**config.mk**
```make
export PLATFORM = sky130hd
export DESIGN_NAME = ringnet_node
export DESIGN_NICKNAME = d
export VERILOG_FILES = /design/src/rtl/ringnet_pkg.sv /design/src/rtl/ringnet_sync.sv /design/src/rtl/ringnet_spi_port.sv /design/src/rtl/ringnet_router.sv /design/src/rtl/ringnet_node.sv
export SDC_FILE = /design/constraint.sdc
export NUM_CORES = 1
export LEC_CHECK = 0
export BUFFER_PORTS_ARGS = -buffer_cell sky130_fd_sc_hd__buf_2
export CORE_MARGIN = 2
export CORE_UTILIZATION = 45
export CTS_BUF_LIST = sky130_fd_sc_hd__clkbuf_4 sky130_fd_sc_hd__clkbuf_8 sky130_fd_sc_hd__clkbuf_16
export CTS_CLUSTER_SIZE = 8
export DETAILED_ROUTE_END_ITERATION = 8
export RECOVER_POWER = 50
export SKIP_LAST_GASP = 1
export SLEW_MARGIN = 10
export SYNTH_ARGS = -nofsm -noshare
export SYNTH_HDL_FRONTEND = slang
export SYNTH_SLANG_ARGS = --single-unit
```
**constraint.sdc**
```tcl
create_clock -name clk -period 3.1 [get_ports clk]
set_input_delay 0.31 -clock clk [delete_from_list [all_inputs] [get_ports clk]]
set_output_delay 0.31 -clock clk [all_outputs]
set_load 0.02 [all_outputs]
```
**src/rtl/ringnet_pkg.sv**
```systemverilog
package ringnet_pkg;
  localparam int PKT_W    = 16;
  localparam int ADDR_W   = 3;
  localparam int VALID_B  = PKT_W - 1;
  localparam int DST_LO   = 11;
  localparam int SRC_LO   = 8;
  localparam int SYNC_N   = 2;

  typedef logic [PKT_W-1:0]  pkt_t;
  typedef logic [ADDR_W-1:0] addr_t;

  function automatic logic pkt_is_valid(input pkt_t p);
    return p[VALID_B];
  endfunction

  function automatic addr_t pkt_dest(input pkt_t p);
    return p[DST_LO +: ADDR_W];
  endfunction

  function automatic logic pkt_for_me(input pkt_t p, input addr_t me);
    return pkt_dest(p) == me;
  endfunction
endpackage

```
**src/rtl/ringnet_sync.sv**
```systemverilog
module ringnet_sync #(
  parameter int          W       = 1,
  parameter int          STAGES  = 2,
  parameter logic [W-1:0] RST_VAL = '0
) (
  input  logic         clk,
  input  logic         rst_n,
  input  logic [W-1:0] d,
  output logic [W-1:0] q
);
  logic [STAGES-1:0][W-1:0] stg;

  always_ff @(posedge clk or negedge rst_n) begin
    if (!rst_n) begin
      stg <= {STAGES{RST_VAL}};
    end else begin
      stg[0] <= d;
      for (int k = 1; k < STAGES; k++) stg[k] <= stg[k-1];
    end
  end

  assign q = stg[STAGES-1];
endmodule

```
**src/rtl/ringnet_spi_port.sv**
```systemverilog
module ringnet_spi_port
  import ringnet_pkg::*;
(
  input  logic clk,
  input  logic rst_n,
  input  logic sck_s,
  input  logic cs_n_s,
  input  logic mosi_s,
  input  pkt_t rd_word,
  input  logic rd_avail,
  output logic miso,
  output logic frame_done,
  output logic frame_read,
  output pkt_t frame_word
);
  localparam int                CNT_W    = $clog2(PKT_W + 2);
  localparam logic [CNT_W-1:0]  FULL_CNT = CNT_W'(PKT_W);
  localparam logic [CNT_W-1:0]  OVER_CNT = CNT_W'(PKT_W + 1);

  logic             sck_q, cs_q, loaded;
  logic [CNT_W-1:0] bit_cnt;
  pkt_t             in_sh, out_sh;
  logic             active, sck_rise, sck_fall, cs_start, cs_end;

  assign active   = ~cs_n_s;
  assign sck_rise = active & sck_s & ~sck_q;
  assign sck_fall = active & ~sck_s & sck_q;
  assign cs_start = ~cs_n_s & cs_q;
  assign cs_end   = cs_n_s & ~cs_q;

  always_ff @(posedge clk or negedge rst_n) begin
    if (!rst_n) begin
      sck_q   <= 1'b0;
      cs_q    <= 1'b1;
      loaded  <= 1'b0;
      bit_cnt <= '0;
      in_sh   <= '0;
      out_sh  <= '0;
    end else begin
      sck_q <= sck_s;
      cs_q  <= cs_n_s;
      if (cs_start) begin
        bit_cnt <= '0;
        out_sh  <= rd_word;
        loaded  <= rd_avail;
      end else begin
        if (sck_rise) begin
          in_sh <= {in_sh[PKT_W-2:0], mosi_s};
          if (bit_cnt != OVER_CNT) bit_cnt <= bit_cnt + 1'b1;
        end
        if (sck_fall) out_sh <= {out_sh[PKT_W-2:0], 1'b0};
      end
    end
  end

  assign miso       = out_sh[PKT_W-1];
  assign frame_done = cs_end && (bit_cnt == FULL_CNT);
  assign frame_read = frame_done && loaded;
  assign frame_word = in_sh;
endmodule

```
**src/rtl/ringnet_router.sv**
```systemverilog
module ringnet_router
  import ringnet_pkg::*;
(
  input  logic  clk,
  input  logic  rst_n,
  input  addr_t node_id,
  input  logic  in_valid,
  input  pkt_t  in_data,
  output logic  in_ready,
  output logic  out_valid,
  output pkt_t  out_data,
  input  logic  out_ready,
  input  logic  host_valid,
  input  pkt_t  host_word,
  input  logic  rx_clear,
  output logic  rx_full,
  output pkt_t  rx_word,
  output logic  tx_full,
  output logic  ev_deliver,
  output logic  ev_forward,
  output logic  ev_inject
);
  pkt_t tx_word;
  logic mine, slot_free, tx_load;

  assign mine       = in_valid && pkt_for_me(in_data, node_id);
  assign slot_free  = ~out_valid | out_ready;
  assign ev_deliver = mine && !rx_full;
  assign ev_forward = in_valid && !mine && slot_free;
  assign ev_inject  = tx_full && slot_free && !ev_forward;
  assign in_ready   = mine ? !rx_full : slot_free;
  assign tx_load    = host_valid && !tx_full;

  always_ff @(posedge clk or negedge rst_n) begin
    if (!rst_n) begin
      out_valid <= 1'b0;
      out_data  <= '0;
      tx_full   <= 1'b0;
      tx_word   <= '0;
      rx_full   <= 1'b0;
      rx_word   <= '0;
    end else begin
      if (ev_forward) begin
        out_valid <= 1'b1;
        out_data  <= in_data;
      end else if (ev_inject) begin
        out_valid <= 1'b1;
        out_data  <= tx_word;
      end else if (out_ready) begin
        out_valid <= 1'b0;
      end

      if (tx_load) begin
        tx_full <= 1'b1;
        tx_word <= host_word;
      end else if (ev_inject) begin
        tx_full <= 1'b0;
      end

      if (ev_deliver) begin
        rx_full <= 1'b1;
        rx_word <= in_data;
      end else if (rx_clear) begin
        rx_full <= 1'b0;
      end
    end
  end
endmodule

```
**src/rtl/ringnet_node.sv**
```systemverilog
module ringnet_node
  import ringnet_pkg::*;
(
  input  logic        clk,
  input  logic        rst_n,
  input  logic [2:0]  node_id,
  input  logic        spi_sck,
  input  logic        spi_cs_n,
  input  logic        spi_mosi,
  output logic        spi_miso,
  output logic        rx_ready,
  output logic        tx_free,
  input  logic        ring_in_valid,
  input  logic [15:0] ring_in_data,
  output logic        ring_in_ready,
  output logic        ring_out_valid,
  output logic [15:0] ring_out_data,
  input  logic        ring_out_ready
);
  logic [2:0] sync_q;
  logic       sck_s, cs_n_s, mosi_s;
  logic       frame_done, frame_read, host_valid;
  pkt_t       frame_word, rd_word, rx_word;
  logic       rx_full, tx_full;
  logic       ev_deliver, ev_forward, ev_inject;

  ringnet_sync #(.W(3), .STAGES(SYNC_N), .RST_VAL(3'b010)) u_sync (
    .clk  (clk),
    .rst_n(rst_n),
    .d    ({spi_sck, spi_cs_n, spi_mosi}),
    .q    (sync_q)
  );
  assign {sck_s, cs_n_s, mosi_s} = sync_q;

  assign rd_word = rx_full ? rx_word : '0;

  ringnet_spi_port u_spi (
    .clk       (clk),
    .rst_n     (rst_n),
    .sck_s     (sck_s),
    .cs_n_s    (cs_n_s),
    .mosi_s    (mosi_s),
    .rd_word   (rd_word),
    .rd_avail  (rx_full),
    .miso      (spi_miso),
    .frame_done(frame_done),
    .frame_read(frame_read),
    .frame_word(frame_word)
  );

  assign host_valid = frame_done && pkt_is_valid(frame_word);

  ringnet_router u_rtr (
    .clk       (clk),
    .rst_n     (rst_n),
    .node_id   (node_id),
    .in_valid  (ring_in_valid),
    .in_data   (ring_in_data),
    .in_ready  (ring_in_ready),
    .out_valid (ring_out_valid),
    .out_data  (ring_out_data),
    .out_ready (ring_out_ready),
    .host_valid(host_valid),
    .host_word (frame_word),
    .rx_clear  (frame_read),
    .rx_full   (rx_full),
    .rx_word   (rx_word),
    .tx_full   (tx_full),
    .ev_deliver(ev_deliver),
    .ev_forward(ev_forward),
    .ev_inject (ev_inject)
  );

  assign rx_ready = rx_full;
  assign tx_free  = ~tx_full;
endmodule

```
== Word-level counts from Yosys, hierarchy flattened ==
Cells that the tools add are included.

* Flip-flop bits (word level): 97
* Latch bits: 0
* RAM bits: 0
* Memory bits (read-only): 0
* Output and inout port bits: 21
* Word-level logic and storage cells: 71
* Memories kept: 0

* Add/sub/neg operators: 1
* Multipliers: 0
* Div/mod/pow operators: 0
* Order comparisons: 0
* Equal/unequal tests: 3
* Shift operators: 0
* Muxes and demuxes: 16
* Bitwise logic cells: 14
* Reductions and logical operators: 23

{| class="wikitable"
|+ Operator list
! kind !! number
|-
| $mux 16 || 5
|-
| $mux 5 || 3
|-
| $reduce_bool 2->1 || 6
|-
| $logic_and 1x1->1 || 10
|-
| $mux 1 || 8
|-
| $not 1->1 || 7
|-
| $and 1x1->1 || 6
|-
| $add 5x1->5 const B || 1
|-
| $eq 5x5->1 const B || 1
|-
| $ne 5x5->1 const B || 1
|-
| $logic_not 1->1 || 4
|-
| $reduce_and 2->1 || 2
|-
| $eq 3x3->1 || 1
|-
| $reduce_bool 3->1 || 1
|-
| $or 1x1->1 || 1
|}

== Longest topological paths before layout ==
* Depth in word-level cells: 9
* Mapped depth: 7
* Mapped depth without buffers: 5

== Cells and area by module ==
A second synthesis with hierarchy kept.

* Cell total of the unflattened synthesis: 333
* Area, all modules: 4210.3 sq um

{| class="wikitable"
|+ By module, submodules not included
! module !! times used !! cells each !! area each (sq um)
|-
| ringnet_router || 1 || 158 || 2165.8
|-
| ringnet_spi_port || 1 || 147 || 1732.9
|-
| ringnet_sync || 1 || 9 || 175.2
|-
| ringnet_node || 1 || 19 || 136.4
|}

== Worst setup path after synthesis ==
No wires, ideal clock.

* Kind: register -> register
* From: register u_spi.bit_cnt[2]
* To: register u_rtr.tx_word[10]
* Setup time: 0.125 ns
* Arrival: 1.578 ns
* Data required time: 2.975 ns
* Setup slack: 1.398 ns
* Cell stages (with the launch flop): 7
* Buffers on the path: 2
* Period minus slack after synthesis: 1.702 ns
* Cell sequence: dfrtp_1 > nor3b_1 > and4b_1 > and3_1 > buf_4 > buf_6 > mux2_2

* Longest elaborated chain between the ends: 4

{| class="wikitable"
|+ Ends and longest elaborated chain
! element !! RTL line !! source
|-
| start, declared || ringnet_spi_port.sv:21 || <nowiki>logic [CNT_W-1:0] bit_cnt;</nowiki>
|-
| start signal, assigned || ringnet_spi_port.sv:49 || <nowiki>if (bit_cnt != OVER_CNT) bit_cnt <= bit_cnt + 1'b1;</nowiki>
|-
| $eq 5x5->1 || ringnet_spi_port.sv:57 || <nowiki>assign frame_done = cs_end && (bit_cnt == FULL_CNT);</nowiki>
|-
| $logic_and 1x1->1 || ringnet_spi_port.sv:57 ||
|-
| $logic_and 1x1->1 || ringnet_node.sv:51 || <nowiki>assign host_valid = frame_done && pkt_is_valid(frame_word);</nowiki>
|-
| $logic_and 1x1->1 || ringnet_router.sv:32 || <nowiki>assign tx_load = host_valid && !tx_full;</nowiki>
|-
| end signal, assigned || ringnet_router.sv:55 || <nowiki>tx_word <= host_word;</nowiki>
|-
| end, declared || ringnet_router.sv:23 || <nowiki>pkt_t tx_word;</nowiki>
|}

No other way between the ends.
A chain may end at the register's enable or synchronous reset.

== Worst setup path in the final report ==
* From: register u_spi.bit_cnt[2]
* To: register u_rtr.tx_word[13]

The elaborated chain is that of the path after synthesis.

==> out/summary.txt <==
Average size of a mapped cell: 12.6 sq um
Most frequently used cell type in the post-synthesis netlist: dfrtp_1
Placement Rows: 34
Vias in the first global route: 2,551
Top flip-flop cell by instance count after synthesis: dfrtp_1
Overall power consumption: 2.66 mW
Final GP Congestion: 0.797
Worst hold path type: input port to async pin
Ys Warns: 0
Internal reg-to-reg setup slack: 0.92 ns
Global-route wire length before repair: 12.9 mm
Final hold vios: 13
Violations in the final reports: negative hold slack
Total power divided by cell area: 582 nW/um^2
Final-report max-slew violation count: 0
Count of state elements after synthesis: 97
Gate count after technology mapping: 323
TritonCTS buffer count: 9
P&R area growth vs syn: 12.8%
Top post-synthesis cells by area: dfrtp_1 (58%), mux2_2 (11%), mux2i_1 (4.4%)
Post-CTS resize count: 0
Horizontal extent of the die: 99.0 um
Post-Layout Cell Count: 480
Final global-route overflow total: 0
Clock-pin slew on the worst setup and hold paths: 0.09 ns
Syn Std Cell Area: 4060 sq um
# Post-CTS Setup Buffers: 0
Highest achievable clock rate: 0.458 GHz
Number of antenna violations at the first check in global routing: 0
Share of synthesized registers carrying an async set or reset: 1.00
Tcrit/Tclk final: 0.704
Skew-Pair Late Insertion Delay: 0.36 ns
Sinks on the clock net: 97
Total Die Area: 9800 sq um
Capturing element type of the critical path: flip-flop
Max-cap check violation count: 0
Total routed wirelength: 7.77 mm
H-tree levels: 3
Boundary Pins: 47
Height of the chip: 99.0 um
Vias per Instance: 5.17
Fraction of final layout cells with drive strength greater than 1: 0.317
Setup TNS: 0 ns
Via count: 2,482
Fin area: 4580 sq um
Final-layout fill cell count: 759
Arrival time reported for the critical path endpoint: 2.43 ns
Maximum root-to-sink buffer count: 2
Total Nets Final: 396
Proportion of synthesized chip area in sequential cells: 0.599
Input/output buffers: 46
CP Launch Type: flip-flop
Post-Place Worst Slack: 0.947 ns
Drt first-iter violations: 116
Starting density of the core: 0.466
Clock tree root driver cell: clkbuf_8
Origin of the critical flop-to-flop path: u_spi.bit_cnt[2]$_DFFE_PN0P_
Final Hold Slack: -0.0197 ns
Transition time of the tightest slew-check pin: 1.24 ns
Slew margin rel.: 0.172
Leakage power total: 2.36 nW
Syn_nets: 352
Post-detailed-route count of antenna-violating nets: 0
Length of the first detailed-routing pass in iterations: 4
Standard cell area after detailed placement: 4360 sq um
Largest net degree at the start of global routing: 54
Most common library cells after synthesis: dfrtp_1 (94), mux2_2 (38), a21oi_1 (34)
Minimum setup slack in the final design: 0.916 ns
Worst ir drop on vdd: 249 uV
Gr usage total: 0.169
Antenna cell count: 0
Outcome: finished, violations left
Minimum clock period: 2.18 ns
Share of the synthesized area in the top cell type: 0.579
Unrepaired setup endpoints after global routing: false
Largest fanout on the critical path: 17
Worst Clk Skew: 0.00868 ns
Total half-perimeter wirelength after legalization and detailed placement: 5.40 mm
Hold_buf cts: 0
Number of flops mapped to enable cells by yosys: 0
TritonCTS clock tree: yes
CP Class: flip-flop to flip-flop
Cell type contributing the most total cell area after synthesis: dfrtp_1
Placed cells: 464
Mean routed wirelength per cell: 16.2 um
Yosys cell types: 34
Core Area: 8720 sq um
Number of setup violations in the final report: 0
Worst Setup SP: u_spi.bit_cnt[2]$_DFFE_PN0P_
Data required, critical path: 3.34 ns
DRC Markers: 0
[logic make-up after synthesis]
kind of cell,Yosys count,synth area share
flops,97,0.599
xor+xnor,6,0.0129
simple gates,73,0.0900
buf+inv,24,0.0330
mux,65,0.183
fa+ha+maj,3,0.00925
compound gates,55,0.0730
[worst paths after layout]
kind | to | depth (start not counted)
setup reg to reg | u_rtr.tx_word[13]$_DFFE_PN0P_ | 4
min in group clk | u_sync.stg[1]$_DFF_PN1_ | 1
setup / recovery | u_rtr.tx_word[13]$_DFFE_PN0P_ | 4
max in group asynchronous | u_spi.bit_cnt[4]$_DFFE_PN0P_ | 2
hold / removal | u_rtr.out_data[2]$_DFFE_PN0P_ | 1
hold reg to reg | u_sync.q[2]$_DFF_PN0_ | 0
[critical path, stage by stage, from the launching register on]
cell and delay (ns):
dfrtp_1 0.42, nor3b_1 0.27, and4b_1 0.29, and3_1 0.69
mux2_2 0.41
[stage by stage]
step	util	hold WS, ns
after floorplan	-	0.0144
after global placement	0.500	0.339
after detailed placement	0.500	0.335
after CTS	0.526	0.00445
after global routing	0.525	0.0161
final	0.525	-0.0197
[registers in the layout (all words and copies together) (netlist names)]
register / count
u_spi.bit_cnt: 5
u_spi.frame_word: 16
u_rtr.tx_word: 16
u_sync.q: 3
u_spi.out_sh: 16
u_rtr.rx_word: 16
u_rtr.out_valid: 1
u_rtr.out_data: 16
u_rtr.tx_full: 1
u_spi.sck_q: 1
u_sync.stg: 3
u_rtr.rx_full: 1
u_spi.cs_q: 1
u_spi.loaded: 1
[cell type report]
class / count / area (sq um) / share of cell area
clock buffers: 12 / 153 / 0.0333
inverters: 5 / 18.8 / 0.00410
well taps: 108 / 135 / 0.0295
multi-input cells: 202 / 1500 / 0.327
flip-flops and latches: 97 / 2430 / 0.531
repair buffers: 52 / 269 / 0.0588
clock inverters: 4 / 76.3 / 0.0167
[cells in the final DEF, fill, tap and decap left out, types with 2 or more instances in the layout]
cell,count
buf_2,44
ha_1,3
nor3b_1,2
xor2_1,2
nor2b_1,3
nand2_1,20
clkbuf_8,10
dfstp_2,2
dfrtp_1,94
o21ai_0,16
xnor2_1,4
o21bai_1,2
nand4_1,3
bufinv_16,2
mux2i_1,18
buf_4,5
mux2_2,38
a21oi_1,34
clkbuf_4,2
nand2b_1,2
clkbuf_1,3
and3_1,16
inv_1,5
nor2_1,20
mux2_4,9
[power by group]
group | internal [mW] | leakage [nW] | switching, mW | total, mW
clock network | 0.497 | 0.114 | 0.425 | 0.922
logic | 0.125 | 0.982 | 0.195 | 0.320
registers | 1.36 | 1.26 | 0.0613 | 1.42
total | 1.98 | 2.36 | 0.681 | 2.66
[per-layer routing]
layer / vias to the layer above / global-route usage / wire length [um]
met5: - / 0 / 0
met4: 0 / 0.0759 / 148
met3: 12 / 0.0291 / 165
met2: 30 / 0.262 / 3620
met1: 1232 / 0.235 / 3830
li1: 1208 / - / -
(Power assumes the default switching activity.)
